--- src/rtl/rtc_irq_pkg.sv ---
package rtc_irq_pkg;

   // number of interrupt causes handled by the controller
   localparam int NUM_SRC = 3;

   // index of each cause inside the flag / enable vectors (LSB upward)
   typedef enum int unsigned {
      SRC_UPD = 0,
      SRC_ALM = 1,
      SRC_PER = 2
   } src_e;

endpackage

--- src/rtl/rtc_irq_flag.sv ---
module rtc_irq_flag (
   input  logic clk,
   input  logic rst_n,
   input  logic evt,
   input  logic rd_act,
   input  logic rd_end,
   output logic flag,
   output logic held
);

   always_ff @(posedge clk or negedge rst_n) begin
      if (!rst_n) begin
         flag <= 1'b0;
         held <= 1'b0;
      end else if (rd_act) begin
         // status frozen; park new events in the second latch
         held <= held | evt;
      end else if (rd_end) begin
         // read finished: drop the returned flag, post parked events
         flag <= held | evt;
         held <= 1'b0;
      end else begin
         flag <= flag | evt;
      end
   end

   AST_EVT_SETS:   assert property (@(posedge clk) disable iff (!rst_n)
                      (evt && !rd_act && !rd_end) |=> flag);
   AST_FLAG_FROZEN: assert property (@(posedge clk) disable iff (!rst_n)
                      rd_act |=> $stable(flag));
   AST_EVT_HELD:   assert property (@(posedge clk) disable iff (!rst_n)
                      (rd_act && evt) |=> held);
   AST_POSTED:     assert property (@(posedge clk) disable iff (!rst_n)
                      (rd_end && held) |=> flag);

endmodule

--- src/rtl/rtc_irq_req.sv ---
module rtc_irq_req #(
   parameter int NUM_SRC        = 3,
   parameter bit IRQ_REGISTERED = 1'b0
) (
   input  logic               clk,
   input  logic               rst_n,
   input  logic [NUM_SRC-1:0] flags,
   input  logic [NUM_SRC-1:0] en,
   output logic               irq_act
);

   logic any_hit;
   assign any_hit = |(flags & en);

   generate
      if (IRQ_REGISTERED) begin : g_reg
         logic irq_q;
         always_ff @(posedge clk or negedge rst_n) begin
            if (!rst_n) irq_q <= 1'b0;
            else        irq_q <= any_hit;
         end
         assign irq_act = irq_q;
      end else begin : g_comb
         assign irq_act = any_hit;
      end
   endgenerate

endmodule

--- src/rtl/rtc_irq_stat_fmt.sv ---
module rtc_irq_stat_fmt #(
   parameter int DATA_W   = 8,
   parameter int FLAG_LSB = 4,
   parameter int NUM_SRC  = 3
) (
   input  logic [NUM_SRC-1:0] flags,
   input  logic               irqf,
   input  logic [NUM_SRC-1:0] en,
   output logic [DATA_W-1:0]  stat_word,
   output logic [DATA_W-1:0]  ctl_word
);

   localparam int IRQF_BIT = DATA_W - 1;
   localparam int FLAG_END = FLAG_LSB + NUM_SRC;

   generate
      for (genvar b = 0; b < DATA_W; b++) begin : g_bit
         if (b == IRQF_BIT) begin : g_irqf
            assign stat_word[b] = irqf;
            assign ctl_word[b]  = 1'b0;
         end else if (b >= FLAG_LSB && b < FLAG_END) begin : g_field
            assign stat_word[b] = flags[b-FLAG_LSB];
            assign ctl_word[b]  = en[b-FLAG_LSB];
         end else begin : g_zero
            assign stat_word[b] = 1'b0;
            assign ctl_word[b]  = 1'b0;
         end
      end
   endgenerate

endmodule

--- src/rtl/rtc_irq_ctrl.sv ---
module rtc_irq_ctrl
   import rtc_irq_pkg::*;
#(
   parameter int DATA_W         = 8,
   parameter int FLAG_LSB       = 4,
   parameter bit IRQ_REGISTERED = 1'b0
) (
   input  logic              clk,
   input  logic              rst_n,
   input  logic              evt_periodic,
   input  logic              evt_alarm,
   input  logic              evt_update,
   input  logic              stat_rd,
   output logic [DATA_W-1:0] stat_rdata,
   input  logic              ctl_we,
   input  logic [DATA_W-1:0] ctl_wdata,
   output logic [DATA_W-1:0] ctl_rdata,
   output logic              irq_n
);

   localparam int IRQF_BIT = DATA_W - 1;
   localparam int FLAG_MSB = FLAG_LSB + NUM_SRC - 1;

   // elaboration-time parameter checks
   generate
      if (FLAG_MSB >= IRQF_BIT) begin : g_bad_field
         $error("flag field overlaps the request indicator bit");
      end
      if (FLAG_LSB < 0) begin : g_bad_lsb
         $error("FLAG_LSB must not be negative");
      end
   endgenerate

   logic [NUM_SRC-1:0] evt_vec;
   logic [NUM_SRC-1:0] flags;
   logic [NUM_SRC-1:0] held;
   logic [NUM_SRC-1:0] en_q;
   logic               rd_q;
   logic               rd_end;
   logic               irq_act;
   logic               unused_wdata;

   assign evt_vec[int'(SRC_UPD)] = evt_update;
   assign evt_vec[int'(SRC_ALM)] = evt_alarm;
   assign evt_vec[int'(SRC_PER)] = evt_periodic;

   assign unused_wdata = ^ctl_wdata;

   // read-cycle tracking: the clear happens on the first edge after the strobe drops
   always_ff @(posedge clk or negedge rst_n) begin
      if (!rst_n) rd_q <= 1'b0;
      else        rd_q <= stat_rd;
   end
   assign rd_end = rd_q & ~stat_rd;

   // enable register
   always_ff @(posedge clk or negedge rst_n) begin
      if (!rst_n)      en_q <= '0;
      else if (ctl_we) en_q <= ctl_wdata[FLAG_MSB:FLAG_LSB];
   end

   generate
      for (genvar i = 0; i < NUM_SRC; i++) begin : g_src
         rtc_irq_flag u_flag (
            .clk    (clk),
            .rst_n  (rst_n),
            .evt    (evt_vec[i]),
            .rd_act (stat_rd),
            .rd_end (rd_end),
            .flag   (flags[i]),
            .held   (held[i])
         );
      end
   endgenerate

   rtc_irq_req #(
      .NUM_SRC        (NUM_SRC),
      .IRQ_REGISTERED (IRQ_REGISTERED)
   ) u_req (
      .clk     (clk),
      .rst_n   (rst_n),
      .flags   (flags),
      .en      (en_q),
      .irq_act (irq_act)
   );

   assign irq_n = ~irq_act;

   rtc_irq_stat_fmt #(
      .DATA_W   (DATA_W),
      .FLAG_LSB (FLAG_LSB),
      .NUM_SRC  (NUM_SRC)
   ) u_fmt (
      .flags     (flags),
      .irqf      (irq_act),
      .en        (en_q),
      .stat_word (stat_rdata),
      .ctl_word  (ctl_rdata)
   );

   AST_IRQF_MATCH: assert property (@(posedge clk) disable iff (!rst_n)
                      stat_rdata[IRQF_BIT] == ~irq_n);

   generate
      if (!IRQ_REGISTERED) begin : g_en_chk
         for (genvar i = 0; i < NUM_SRC; i++) begin : g_src_chk
            AST_EN_WAKES: assert property (@(posedge clk) disable iff (!rst_n)
                             (ctl_we && ctl_wdata[FLAG_LSB+i] && stat_rdata[FLAG_LSB+i]
                              && !stat_rd && !rd_end) |=> !irq_n);
         end
      end
   endgenerate

endmodule

--- config.mk ---
export PLATFORM = sky130hd
export DESIGN_NAME = rtc_irq_ctrl
export DESIGN_NICKNAME = d
export VERILOG_FILES = /design/src/rtl/rtc_irq_pkg.sv /design/src/rtl/rtc_irq_flag.sv /design/src/rtl/rtc_irq_req.sv /design/src/rtl/rtc_irq_stat_fmt.sv /design/src/rtl/rtc_irq_ctrl.sv
export SDC_FILE = /design/constraint.sdc
export NUM_CORES = 1
export LEC_CHECK = 0
export BUFFER_PORTS_ARGS = -buffer_cell sky130_fd_sc_hd__buf_2
export CAP_MARGIN = 10
export CORE_AREA = 2 2 39 41
export CTS_BUF_LIST = sky130_fd_sc_hd__clkbuf_4 sky130_fd_sc_hd__clkbuf_8
export DETAILED_ROUTE_END_ITERATION = 8
export DIE_AREA = 0 0 41 43
export HOLD_SLACK_MARGIN = 0.05
export PLACE_DENSITY_LB_ADDON = 0.08
export SYNTH_ARGS = -nofsm -noshare
export SYNTH_HDL_FRONTEND = slang
export SYNTH_HIERARCHICAL = 1
export SYNTH_SLANG_ARGS = --single-unit
--- constraint.sdc ---
create_clock -name clk -period 3.5 [get_ports clk]
set_input_delay 0.7 -clock clk [delete_from_list [all_inputs] [get_ports clk]]
set_output_delay 0.7 -clock clk [all_outputs]
set_load 0.05 [all_outputs]
==> qor.yml <==
status: "complete, no violations"
period_share_pct: 59.4
start_util_pct: 41.0
globalplace.congestion: 0.601
stdcell_count: 83
first_global_vias: 323
top_usage_layer: "met2"
seq_area_frac_synth_pct: 44.2
fin_crit_ns: 2.08
rows: 14
skew_ns: 0.00122
fin_tns_setup_ns: 0
slew_violations: 0
clock_sink_count: 10
path_class: "reg -> out"
min_path_type: "in -> async"
leakagePower_nw: 0.285
drc: 0
cts_setup_buffers: 0
hold_viol_final: 0
placed_cells: 80
use_met3_pct: 4.71
nNetsFinal: 84
dr_total_vias: 372
fill_cells: 140
synth_cell_types: 10
start_kind: "flip-flop"
ios: 32
ctsHoldBuffers: 0
core_sq_um: 1380
track_usage_pct: 12.4
numCtsBuffers: 3
drtPass1Iterations: 4
cp_max_fo: 4
grt_pass1_wl_microns: 1390
syn-cell-area_sq_um: 567
root_buffer: "clkbuf_4"
rsz0062_at_grt: "false"
use_met1_pct: 15.0
avgSynthCellArea_sq_um: 10.3
dp_hpwl_microns: 646
die_w_microns: 41
cts_resized: 0
post_drt_wl_per_cell_microns: 9.96
portBuffers: 17
seqCellArea_sq_um: 250
drive_gt1_share_pct: 38.8
multi_input_area_sq_um: 208
setup_viol: 0
drv_cap: 0
die_h_microns: 43
crit_chain: "a222oi_1 > inv_1 > inv_1 > buf_2"
synth-seq-cells: 10
antenna_found_initial: 0
yosys_warnings: 6
critPathMaxStageDelay_ns: 0.41
cts_tree: "built"
viasPerCell: 4.48
arrival_ns: 1.38
final_core_util_pct: 43.7
netlist_instances: 55
slowest_stage: "dfrtp_1"
h-tree-depth: 1
clk_pin_slew_ns: 0.06
grt_util_met2_pct: 17.5
syn2layout_area_growth_pct: 6.62
clockBufferDepth: 2
max_freq_mhz: 481
vdd_drop_max_mv: 0.162
die_area_sq_um: 1760
drtIter0Drc: 4
wl_microns: 827
clkLatencyLatePin_ns: 0.25
gr-total-overflow: 0
endpoint_kind: "output pin"
required_ns: 2.80
power-per-cell-area_nw_per_um2: 526
ant_nets: 0
n_antenna_cell: 0
grt_max_degree: 12
cp_common_cell: "inv_1"
## per-layer routing
metal	part of all wire, %	wire [microns]
met1	44	362
met2	46	383
met4	1.5	12
met3	8.2	68
met5	0	0
## per-stage QoR
step	power, mW	hold slack (ns)	instance area [sq um]	setup WS (ns)
floorplan	0.242	0.404	597	1.71
global placement	0.245	0.521	582	1.69
detailed placement	0.245	0.525	582	1.69
CTS	0.323	0.294	604	1.40
global route	0.339	0.296	604	1.35
finish	0.318	0.289	604	1.42
## worst max-delay path: cells and delay by family (launching register included)
kind	cells	cell delay, ns
AO/OA/AOI/OAI	1	0.33
buffers and inverters	3	0.38
flip-flops	1	0.41
## path summary, 6_finish.rpt
kind                                      start  depth (start not counted)  slack, ns                   end
hold / removal                            rst_n                          1       0.29  g_src[1].u_flag/held
hold reg to reg                         en_q[0]                          1       0.53               en_q[0]
max in group asynchronous                 rst_n                          1       3.02                  rd_q
min in group clk                        en_q[0]                          1       0.53               en_q[0]
setup / recovery           g_src[0].u_flag/flag                          4       1.42                 irq_n
setup reg to reg                           rd_q                          3       2.32  g_src[0].u_flag/flag
## placed cells by master, fill, tap and decap left out, drive strengths merged
| cell type | instances |
|---|---|
| nor2b | 4 |
| a222oi | 1 |
| clkbuf | 3 |
| o21ai | 6 |
| nor3 | 6 |
| nor4b | 3 |
| conb | 9 |
| mux2 | 3 |
| buf | 17 |
| dfrtp | 10 |
| inv | 5 |
## synth_stat cells, drive strengths merged
| cell | n | area, sq um |
|---|---|---|
| nor4b | 3 | 45.0 |
| inv | 5 | 18.8 |
| o21ai | 6 | 30.0 |
| nor2b | 4 | 25.0 |
| a222oi | 1 | 10.0 |
| dfrtp | 10 | 250 |
| mux2 | 3 | 33.8 |
| conb | 1 | 3.75 |
| buf | 16 | 120 |
| nor3 | 6 | 30.0 |
## power by group
part           switching, mW  internal, mW  total (mW)
logic                 0.0819        0.0226       0.105
registers             0.0102         0.128       0.138
clock network         0.0359        0.0396      0.0754
## registers in the layout (all words and copies together), names as in the netlist
| signal | cells |
|---|---|
| rd_q | 1 |
| g_src.u_flag/held | 3 |
| en_q | 3 |
| g_src.u_flag/flag | 3 |
## cells by family (layout without fill, tap and decap cells)
logic type | count (synthesis) | in the layout | synth area share, %
flops | 10 | 10 | 44.2
compound gates | 7 | 7 | 7.06
other cells | 1 | 9 | 0.662
simple gates | 13 | 13 | 17.7
mux | 3 | 3 | 5.96
buf+inv | 21 | 25 | 24.5
## final cells by class
class / instances / share of cell area [%]
flip-flops and latches: 10 / 41.4
multi-input cells: 32 / 34.4
repair buffers: 17 / 14.1
clock buffers: 3 / 3.73
well taps: 16 / 3.31
inverters: 5 / 3.11
Note: power is estimated with default switching activity, not from simulation.
